## src/rtl/rec_pkg.sv

```systemverilog
package rec_pkg;

  // Prefix XOR from the top bit down: Gray code to binary
  function automatic int unsigned gray_to_bin(input int unsigned g);
    int unsigned b;
    b = g;
    for (int s = 1; s < 32; s = s * 2) b = b ^ (b >> s);
    return b;
  endfunction

  // Signed difference clamped at zero
  function automatic int unsigned sub_floor0(input int unsigned a, input int unsigned r);
    return (a > r) ? (a - r) : 0;
  endfunction

endpackage

```

## src/rtl/rec_lane.sv

```systemverilog
module rec_lane #(
  parameter int QW = 6
) (
  input  logic [QW-1:0] code,
  input  logic [QW-1:0] ref_code,
  input  logic          sub_en,
  output logic [QW-1:0] corr
);
  import rec_pkg::*;

  logic [QW-1:0] main_bin;
  logic [QW-1:0] ref_bin;

  always_comb begin
    main_bin = QW'(gray_to_bin(32'(code)));
    ref_bin  = QW'(gray_to_bin(32'(ref_code)));
    corr     = sub_en ? QW'(sub_floor0(32'(main_bin), 32'(ref_bin))) : main_bin;
  end


  always_comb clamp_le_chk: assert (corr <= main_bin);

endmodule

```

## src/rtl/rec_diag_acc.sv

```systemverilog
module rec_diag_acc #(
  parameter int WB = 4,
  parameter int XB = 4,
  parameter int QW = 6,
  parameter int GW = 9,
  parameter int CW = 2
) (
  input  logic             clk,
  input  logic             rst_n,
  input  logic             clr,
  input  logic             acc_en,
  input  logic [CW-1:0]    beat,
  input  logic [WB*QW-1:0] lanes,
  output logic [(WB+XB-1)*GW-1:0] groups
);
  localparam int K = WB + XB - 1;

  logic [K*GW-1:0] groups_q;

  for (genvar d = 0; d < K; d++) begin : g_diag
    logic [GW-1:0] add;
    always_comb begin
      add = '0;
      for (int i = 0; i < WB; i++) begin
        if ((WB - 1 - i) + int'(beat) == d) add = add + GW'(lanes[i*QW +: QW]);
      end
    end

    always_ff @(posedge clk or negedge rst_n) begin
      if (!rst_n)      groups_q[d*GW +: GW] <= '0;
      else if (clr)    groups_q[d*GW +: GW] <= '0;
      else if (acc_en) groups_q[d*GW +: GW] <= groups_q[d*GW +: GW] + add;
    end
  end

  assign groups = groups_q;


  group_idle_chk: assert property (@(posedge clk) disable iff (!rst_n)
    (!acc_en && !clr) |=> $stable(groups_q));

endmodule

```

## src/rtl/rec_combine.sv

```systemverilog
module rec_combine #(
  parameter int K  = 7,
  parameter int GW = 9,
  parameter int OW = 14
) (
  input  logic [K*GW-1:0] groups,
  output logic [OW-1:0]   result
);
  always_comb begin
    result = '0;
    for (int d = 0; d < K; d++) result = result + (OW'(groups[d*GW +: GW]) << d);
  end
endmodule

```

## src/rtl/rec_vmm_recomb.sv

```systemverilog
module rec_vmm_recomb #(
  parameter int WB = 4,
  parameter int XB = 4,
  parameter int QW = 6,
  localparam int K  = WB + XB - 1,
  localparam int OW = QW + WB + XB,
  localparam int GW = QW + $clog2(WB + 1),
  localparam int CW = (XB > 1) ? $clog2(XB) : 1
) (
  input  logic             clk,
  input  logic             rst_n,
  input  logic             start,
  input  logic             in_valid,
  input  logic             sub_en,
  input  logic [WB*QW-1:0] part_codes,
  input  logic [WB*QW-1:0] ref_codes,
  output logic             busy,
  output logic             out_valid,
  output logic [OW-1:0]    result
);
  logic [CW-1:0]    beat_q;
  logic             busy_q;
  logic             done_q;
  logic             accept;
  logic             last_beat;
  logic [WB*QW-1:0] lanes;
  logic [K*GW-1:0]  groups;

  assign accept    = in_valid && busy_q && !start;
  assign last_beat = (int'(beat_q) == XB - 1);

  for (genvar i = 0; i < WB; i++) begin : g_lane
    rec_lane #(.QW(QW)) u_lane (
      .code     (part_codes[i*QW +: QW]),
      .ref_code (ref_codes[i*QW +: QW]),
      .sub_en   (sub_en),
      .corr     (lanes[i*QW +: QW])
    );
  end

  rec_diag_acc #(.WB(WB), .XB(XB), .QW(QW), .GW(GW), .CW(CW)) u_acc (
    .clk    (clk),
    .rst_n  (rst_n),
    .clr    (start),
    .acc_en (accept),
    .beat   (beat_q),
    .lanes  (lanes),
    .groups (groups)
  );

  rec_combine #(.K(K), .GW(GW), .OW(OW)) u_comb (
    .groups (groups),
    .result (result)
  );

  always_ff @(posedge clk or negedge rst_n) begin
    if (!rst_n) begin
      beat_q <= '0;
      busy_q <= 1'b0;
      done_q <= 1'b0;
    end else if (start) begin
      beat_q <= '0;
      busy_q <= 1'b1;
      done_q <= 1'b0;
    end else if (accept) begin
      if (last_beat) begin
        beat_q <= '0;
        busy_q <= 1'b0;
        done_q <= 1'b1;
      end else begin
        beat_q <= beat_q + 1'b1;
      end
    end
  end

  assign busy      = busy_q;
  assign out_valid = done_q;


  start_clears_chk: assert property (@(posedge clk) disable iff (!rst_n)
    start |=> (busy && !out_valid));


  done_after_last_chk: assert property (@(posedge clk) disable iff (!rst_n)
    (accept && last_beat) |=> (out_valid && !busy));


  beat_range_chk: assert property (@(posedge clk) disable iff (!rst_n)
    int'(beat_q) < XB);


  hold_result_chk: assert property (@(posedge clk) disable iff (!rst_n)
    (out_valid && !start) |=> (out_valid && $stable(result)));


  valid_drop_chk: assert property (@(posedge clk) disable iff (!rst_n)
    $fell(out_valid) |-> $past(start));

endmodule

```

## config.mk

```make
export PLATFORM = sky130hd
export DESIGN_NAME = rec_vmm_recomb
export DESIGN_NICKNAME = d
export VERILOG_FILES = /design/src/rtl/rec_pkg.sv /design/src/rtl/rec_lane.sv /design/src/rtl/rec_diag_acc.sv /design/src/rtl/rec_combine.sv /design/src/rtl/rec_vmm_recomb.sv
export SDC_FILE = /design/constraint.sdc
export NUM_CORES = 1
export LEC_CHECK = 0
export BUFFER_PORTS_ARGS = -buffer_cell sky130_fd_sc_hd__buf_2
export CORE_ASPECT_RATIO = 1.1
export CORE_UTILIZATION = 50
export DETAILED_ROUTE_END_ITERATION = 16
export PLACE_DENSITY = 0.74
export SLEW_MARGIN = 20
export SYNTH_ARGS = -nofsm -noshare
export SYNTH_HDL_FRONTEND = slang
export SYNTH_HIERARCHICAL = 1
export SYNTH_SLANG_ARGS = --single-unit
```

## constraint.sdc

```tcl
create_clock -name clk -period 5.7 [get_ports clk]
set_clock_uncertainty 0.05 [all_clocks]
set_input_delay 0.285 -clock clk [delete_from_list [all_inputs] [get_ports clk]]
set_output_delay 0.285 -clock clk [all_outputs]
set_load 0.05 [all_outputs]
```

* After elaboration in Yosys (flattened, before gate mapping)
Index checks and enable logic that the tools add are counted.
** Storage, ports and cells
- Register bits after elaboration :: 67
- Latch bits :: 0
- Memory bits (writable) :: 0
- ROM bits :: 0
- Input bits :: 53
- Output and inout port bits :: 16
- Logic and storage cells :: 180
- Memories :: 0
** Cells by class
- $add $sub $neg :: 39
- Multiply operators :: 0
- Divide/modulo/power cells :: 0
- Magnitude comparators :: 4
- Equal/unequal tests :: 21
- Shift operators :: 0
- Mux-type cells :: 56
- Bitwise logic cells :: 40
- Reduce and logical (&&, ||, !) cells :: 10
** Operator list (number)
- $eq 32x4->1 const B :: 9
- $mux 9 :: 32
- $eq 32x3->1 const B :: 6
- $logic_not 32->1 :: 4
- $xor 30x28->30 :: 4
- $add 9x6->9 :: 11
- $eq 32x2->1 const B :: 3
- $mux 6 :: 15
- $xor 22x22->22 :: 4
- $xor 22x22->22 const B :: 4
- $add 9x9->9 :: 7
- $add 6x6->7 :: 7
- $xor 6x4->6 :: 8
- $xor 6x5->6 :: 8
- $xor 6x6->6 :: 8
- $add 14x14->14 :: 2
- $gt 6x6->1 :: 4
- $sub 6x6->6 :: 4
- $xor 6x2->6 :: 4
- $add 14x11->14 :: 1
- $add 14x12->14 :: 1
- $add 14x13->14 :: 1
- $add 9x10->11 :: 1
- $add 2x2->3 const A :: 2
- other kinds (10) :: 20

* Longest topological paths before layout
Gate-level depths: netlist of the first run.
- Depth in word-level cells :: 18
- Depth in mapped cells :: 35
- Depth with buffers taken out :: 35

* Modules after synthesis
The synthesis of the first run kept the hierarchy.
** By module, submodules not included
- rec_diag_acc :: times used 1, cells an instance 948, area an instance 8194.1 um^2, sequential area each 1576.5 um^2
- rec_lane :: times used 4, cells an instance 55, area an instance 441.7 um^2, sequential area each 0.0 um^2
- rec_combine :: times used 1, cells an instance 173, area an instance 1572.8 um^2, sequential area each 0.0 um^2
- rec_vmm_recomb :: times used 1, cells an instance 17, area an instance 187.7 um^2, sequential area each 100.1 um^2

* Least setup slack after synthesis of the first run
Ideal clock, no wire load.
- Path kind :: input to register
- Start point :: input port ref_codes[11]
- End point :: register u_acc.groups_q[35], in the netlist u_acc/groups[35]
- Library setup time :: 0.132 ns
- Arrival :: 6.968 ns
- Required time :: 5.518 ns
- Slack :: -1.450 ns
- Stages on the path :: 31
- Path buffers :: 0
- Cell sequence :: xnor2_2 > xor2_2 > xor2_2 > xor2_2 > xnor2_1 > ha_1 > fa_1 > nor2b_1 > o21a_1 > o21ai_0 > a211o_1 > o22ai_1 > inv_1 > fa_1 > a211oi_2 > inv_1 > fa_1 > o21ai_1 > ha_1 > a21o_1 > a21oi_2 > o21bai_1 > a21oi_1 > xnor2_1 > a221o_1 > ha_1 > or3_1 > o221a_1 > o21ai_1 > xor2_1 > nor2_1
** On the way
- Word-level cells in the longest chain between the ends :: 17
- Elaborated cells on any way between the ends :: 18
- Classes of those cells :: add/sub: 5; order compare: 1; mux: 7; bitwise: 5
** Ends and longest elaborated chain
- from (decl) :: RTL line rec_vmm_recomb.sv:16 : input logic [WB*QW-1:0] ref_codes,
- $xor 6x5->6 * :: RTL line rec_pkg.sv:7 : for (int s = 1; s < 32; s = s * 2) b = b ^ (b >> s);
- $xor 6x4->6 * :: RTL line rec_pkg.sv:7
- $xor 6x2->6 * :: RTL line rec_pkg.sv:7
- $xor 22x22->22 * :: RTL line rec_pkg.sv:7
- $xor 6x6->6 * :: RTL line rec_pkg.sv:7
- $sub 6x6->6 or $gt 6x6->1 (tied branches) :: RTL line rec_pkg.sv:13 : return (a > r) ? (a - r) : 0;
- $mux 6 * :: RTL line rec_pkg.sv:13
- $mux 6 * :: RTL line rec_lane.sv:17 : corr = sub_en ? QW'(sub_floor0(32'(main_bin), 32'(ref_bin))) : main_bin;
- net lanes[7] :: RTL line rec_vmm_recomb.sv:26 : logic [WB*QW-1:0] lanes;
- [... 1 more ...]
- $mux 9 * :: RTL line rec_diag_acc.sv:25 : if ((WB - 1 - i) + int'(beat) == d) add = add + GW'(lanes[i*QW +: QW]);
- $add 9x6->9 :: RTL line rec_diag_acc.sv:25
- $mux 9 * :: RTL line rec_diag_acc.sv:25
- $add 9x6->9 :: RTL line rec_diag_acc.sv:25
- $mux 9 * :: RTL line rec_diag_acc.sv:25
- $add 9x9->9 * :: RTL line rec_diag_acc.sv:32 : else if (acc_en) groups_q[d*GW +: GW] <= groups_q[d*GW +: GW] + add;
- $mux 9 * :: RTL line rec_diag_acc.sv:32
- $mux 9 * :: RTL line rec_diag_acc.sv:31 : else if (clr) groups_q[d*GW +: GW] <= '0;
- to (signal, indexed assignment) :: RTL line rec_diag_acc.sv:32
- to (decl) :: RTL line rec_diag_acc.sv:18 : logic [K*GW-1:0] groups_q;
The timed path passes the listed nets; every way through them passes the cells marked *. The select of a mux whose other input is x is not followed.
A chain may end at the register's enable or synchronous reset.

* Final worst setup path of the first run
- Start point :: input port ref_codes[10]
- End point :: register u_acc.groups_q[35], in the netlist u_acc/groups[35]
Same word-level chain as after synthesis.

==> run metrics, run 1 <==
PnR Total Power=5.368 mW; First DRT Iteration DRCs=573; die area=~0.024 mm²; reg2reg start=beat_q[1]$_DFFE_PN0P_; GRT Util Overall=0.2728; post-synthesis to final-layout area growth=32.76%; post-layout instance area=0.01542 mm²; Die X=147.3 µm; CP peak stage delay=0.39 ns; Placed Area=0.01407 mm²; worst min path class=in2async; Worst Path Required=5.83 ns; crit path max fanout=3; Final WS setup=-0.9403 ns; drt total wl=33190 µm; overall die height=161.9 µm; status=complete, but fails checks; worst slew pin tran=0.9717 ns; leakage=7.554 nW; Mapped Cells=1347; Max VDD drop=230.1 µV; clk sinks=66; final antenna-violating net count=0; Setup Viol. Count Final=21; post-layout min period=around 6.6 ns; first-pass GRT wire length=52500 µm; synthesized area per cell=8.625 µm²; Clock Latency Late Sink=roughly 0.34 ns; Core Area=0.02286 mm²; CTS Buf Count=9; final-report hold violation count=0; GP Congestion=0.9249; Avg WL per Cell=16.89 µm; vias=11060; HPWL after detailed placement=24490 µm; Worst setup SP type=input pin; Pins Over Slew Limit=0; antenna violations before repair=0; Row Count=58; router iterations before antenna repair=5; period utilization=1.165; CTS Root Buffer Type=clkbuf_16; initial core utilization=0.5082; number of global-route vias before repair=11120; nets@finish=1949; max-cap violations=0; pwr/cell area=between 300 and 400 mW/mm²; Clock Tree Buf Depth=2; CTS HTree Levels=3; Setup Crit Path Kind=in2reg; Slew HR=0.3512; worst reg-to-reg setup slack=0.53 ns; element type at the critical path end=flip-flop; Post-Syn Area=0.01162 mm²; largest net degree at the start of global routing=81; R2R depth=24; FMAX=0.1506 GHz; R2R Path End=u_acc/groups[35]$_DFFE_PN0P_; # IOs=69; GR Overflow Total=0; Layout Utilization=0.6747; Ys Warns=6; PortBufs=68; n_diodes=0; drt via density=roughly 5.6; RSZ-0062 raised after global routing=yes; slowest stage cell, crit path=a211o_2; layout cells sized above 1=0.3303; Clock transition at path regs=0.06 ns; DRC Markers=0; failing checks=setup timing; CTS tree=built; WP data arrival=6.77 ns; most frequent CP cell=xor2_2
-- flip-flops by register name, summed over array words and instances, names as in the netlist --
register,cells
u_acc/groups,62
beat_q,2
out_valid,1
busy,1
-- repair_timing --
action	in CTS	in global routing
hold buffers	0	0
cloned	0	0
pin swaps	49	77
endpoints found under the setup margin	26	30
gates resized for setup	72	98
buffers inserted	21	16
-- worst max-delay path, delay by kind of cell --
family | cells | cell delay [ns]
compound gates | 10 | 1.94
fa+ha+maj | 7 | 1.91
xor+xnor | 9 | 1.44
simple gates | 6 | 0.82
mux | 1 | 0.20
buf+inv | 2 | 0.16
-- per-layer routing --
metal	GRT usage	wire, µm
met5	0	0
met4	0.1368	1671
met3	0.02360	1241
met2	0.4925	16680
met1	0.3231	13600
-- where the power goes --
group          total [mW]  switching (mW)  internal (mW)
registers           0.590          0.0712          0.519
logic                4.20            2.23           1.97
clock network       0.578           0.227          0.351
total                5.37            2.53           2.84
-- stage by stage --
| stage | hold slack [ns] | cells | setup WS [ns] | setup TNS (ns) |
|---|---|---|---|---|
| final | 0.1200 | 1965 | -0.9403 | -10.46 |
| after floorplan | -0.06059 | 1373 | -0.8496 | -5.751 |
| after detailed placement | 0.4402 | 1916 | -1.321 | -21.77 |
| after global routing | 0.2045 | 1965 | -1.293 | -17.94 |
| after global placement | 0.4352 | 1916 | -1.164 | -17.30 |
| after CTS | 0.1540 | 1953 | -0.9171 | -9.852 |
-- how the worst max path moves through the flow --
stage | startpoint | end | slack (ns) | cells past startpoint
2_1_floorplan | ref_codes[4] | u_acc/groups[35]$_DFFE_PN0P_ | -0.85 | 33
3_3_place_gp | ref_codes[4] | u_acc/groups[35]$_DFFE_PN0P_ | -1.16 | 34
3_5_place_dp | ref_codes[4] | u_acc/groups[35]$_DFFE_PN0P_ | -1.32 | 34
4_1_cts | ref_codes[5] | u_acc/groups[35]$_DFFE_PN0P_ | -0.92 | 34
5_1_grt | ref_codes[5] | u_acc/groups[35]$_DFFE_PN0P_ | -1.29 | 37
6_report | ref_codes[10] | u_acc/groups[35]$_DFFE_PN0P_ | -0.94 | 35
-- cell type report --
| class | count | area (µm²) |
|---|---|---|
| clock buffers | 10 | 239.0 |
| multi-input cells | 1115 | 10240 |
| inverters | 155 | 581.8 |
| fillers | 1738 | 7436 |
| flip-flops and latches | 66 | 1652 |
| well taps | 300 | 375.4 |
| clock inverters | 6 | 66.31 |
| repair buffers | 313 | 2272 |
-- cell usage in the layout (no fill, tap or decap), drive strengths merged, types with 7 or more instances in the layout --
cell	count
buf	313
ha	177
inv	155
nor2	111
a21oi	86
o21ai	72
dfrtp	66
xnor2	66
a21o	62
fa	59
nand2	53
xor2	51
nor2b	37
a211oi	34
conb	28
and2	27
o21a	25
nand2b	20
nor3	19
mux2i	17
o22ai	17
o211ai	12
or3	12
nand3	12
a31oi	11
o21bai	11
clkbuf	10
nand4	8
or2	8
and3	7
o31a	7
nand4b	7
(Power assumes the default switching activity.)
==> run 2: changes to the inputs <==
Settings changed: PLACE_DENSITY 0.74 to 0.73, SKIP_LAST_GASP from default to 1, SYNTH_HIERARCHICAL 1 to default.
==> run 2 against run 1 <==
Compared with the run above: the flow still finishes with violations (setup timing); sequential power rose by 2%; synthesized area rose by 13%; utilization rose by 11 points; setup slack got worse by 0.59 ns; combinational power rose by 24%; total power rose by 21%; critical path depth did not move; global-route usage rose by 5.5 points; die area rose by 13%; register-to-register slack got worse by 0.82 ns.
==> run metrics, run 2 <==
dpl cells=2338; post-synth net total=1954; Die X=about 160 µm; final-report hold violation count=0; Clock Latency Late Sink=0.36 ns; Post-Syn Area=approximately 0.013 mm²; element type at the critical path end=flip-flop; reg2reg start=beat_q[1]$_DFFE_PN0P_; slowest stage cell, crit path=fa_1; largest net degree at the start of global routing=71; post-layout instance area=0.02007 mm²; PortBufs=68; drt total wl=53270 µm; Yosys top cell area share=0.2053; Setup Viol. Count Final=51; nets@finish=~2400; Clock Tree Buf Depth=2; WP data arrival=roughly 7.4 ns; final antenna-violating net count=0; GRT Util Overall=0.3273; pwr/cell area=around 320 mW/mm²; Final WS setup=-1.534 ns; switch share=0.4766; max-cap violations=0; CTS tree=built; period utilization=1.269; worst min path class=in2async; GP Congestion=0.9070; Avg WL per Cell=21.65 µm; CTS Buf Count=9; Pins Over Slew Limit=0; overall die height=172.2 µm; antenna violations before repair=0; Post-Layout Cell Count=2461; PnR Total Power=between 6 and 7 mW; Worst setup SP type=input pin; Row Count=slightly above 60; Worst Path Required=5.89 ns; sequential share of power=0.093; clk sinks=66; CTS Root Buffer Type=clkbuf_16; Clock transition at path regs=roughly 0.060 ns; most frequent cells in the layout=417 x buf_4, 159 x ha_1, 148 x inv_1; drt via density=roughly 6.2; FMAX=0.1382 GHz; post-layout min period=about 7.2 ns; initial core utilization=0.5149; number of global-route vias before repair=14620; Ys Warns=0; Setup Crit Path Kind=in2reg; max reg flops=62; power share of the combinational group=0.803; setup TNS=-39.90 ns; R2R Path End=u_acc.groups[26]$_DFFE_PN0P_; most common cell after layout, fill and taps aside=buf_4; EDFF count, synth=0; switching power=3.096 mW; status=complete, but fails checks; crit path max fanout=8; Mapped Cells=1625; leakage=9.840 nW; Slew HR=0.3260; Core Area=0.02557 mm²; GR Overflow Total=0; R2R depth=26; Synth area leader=ha_1; RSZ-0062 raised after global routing=yes; most frequent CP cell=xnor2_1; n_diodes=0; Int Power=3.399 mW; Layout Utilization=0.7848; synth top area cells=ha_1 21%, dfrtp_1 13%, fa_1 9.1%; worst reg-to-reg setup slack=-0.29 ns; die area=0.02698 mm²; Post-CTS Hold Buffers=0; Max VDD drop=344.8 µV; Placed Area=0.01680 mm²; HPWL after detailed placement=30460 µm; Seq/Total Area, Yosys=0.1255; clock share of power=0.104; layout cells sized above 1=0.4530; DRC Markers=0; router iterations before antenna repair=6; vias=15140; post-synthesis to final-layout area growth=52.44%; worst slew pin tran=1.011 ns; CP peak stage delay=0.39 ns; CTS HTree Levels=3; First DRT Iteration DRCs=1732; synthesized area per cell=8.101 µm²; register bit total from synthesis=66; # IOs=69; most frequent cell after synthesis=ha_1; first-pass GRT wire length=between 60000 and 70000 µm; ys flop type=dfrtp_1; synth cell count leaders=216 x ha_1, 167 x inv_1, 163 x a21oi_1; failing checks=setup timing; synth unique cells=60; FFs w/ async S/R, synth=1.000
## run 2: power by group through the flow
stage	Sequential (mW)	Combinational [mW]	Clock (mW)
6_report	0.603	5.21	0.678
5_1_grt	0.609	5.58	0.696
4_1_cts	0.596	4.44	0.662
3_5_place_dp	0.603	3.96	0
3_3_place_gp	0.598	3.79	0
2_1_floorplan	0.580	2.65	0
## run 2: area by class of cell
cell class	instances	area, µm²
Multi-Input combinational cell	1345	13060
Fill cell	1333	5502
Timing Repair Buffer	521	3943
Sequential cell	66	1653
Inverter	167	638.1
Tap cell	346	432.9
Clock buffer	10	229.0
Clock inverter	6	115.1
## run 2: kinds of logic after synthesis
group                      share of synthesized area
and+or+nand+nor                               0.1355
AOI/OAI and AO/OA                             0.2030
muxes                                        0.04106
adders and majority gates                     0.2973
xor gates and xnor gates                      0.1363
buffers and inverters                        0.06131
DFF                                           0.1255
## run 2: worst max path at each step
stage / from / depth (start not counted) / slack (ns) / end
5_1_grt: part_codes[11] / 42 / -1.95 / u_acc.groups[35]$_DFFE_PN0P_
3_3_place_gp: ref_codes[11] / 36 / -1.64 / u_acc.groups[8]$_DFFE_PN0P_
2_1_floorplan: part_codes[10] / 38 / -1.50 / u_acc.groups[8]$_DFFE_PN0P_
3_5_place_dp: ref_codes[11] / 36 / -1.94 / u_acc.groups[8]$_DFFE_PN0P_
4_1_cts: part_codes[11] / 40 / -1.27 / u_acc.groups[35]$_DFFE_PN0P_
6_report: ref_codes[17] / 35 / -1.53 / u_acc.groups[17]$_DFFE_PN0P_
## run 2: worst max-delay path: cells and delay by family
family,cells,cell delay [ns]
compound gates,13,2.54
xor+xnor,7,1.55
fa+ha+maj,5,1.40
buf+inv,4,0.63
mux,2,0.62
simple gates,4,0.41
## run 2: metal layers
layer | part of all wire | GRT usage | up-vias
met2 | 0.48 | 0.6015 | 1046
met4 | 0.091 | 0.1888 | 0
met1 | 0.34 | 0.3601 | 7134
met3 | 0.091 | 0.04386 | 449
li1 | - | - | 6509
met5 | 0 | 0 | -
## run 2: stage by stage
step	hold WS (ns)	worst slack, ns
global placement	0.4259	-1.637
CTS	0.1505	-1.271
global route	0.1704	-1.953
finish	0.1098	-1.534
detailed placement	0.4352	-1.938
floorplan	-0.06059	-1.500
## run 2: repair_timing
| action | 4_1_cts | 5_1_grt |
|---|---|---|
| setup endpoints to repair | 53 | 58 |
| pin swaps | 127 | 203 |
| gates resized for setup | 221 | 235 |
| endpoints found under the hold margin | 0 | 0 |
| buffers inserted | 75 | 50 |
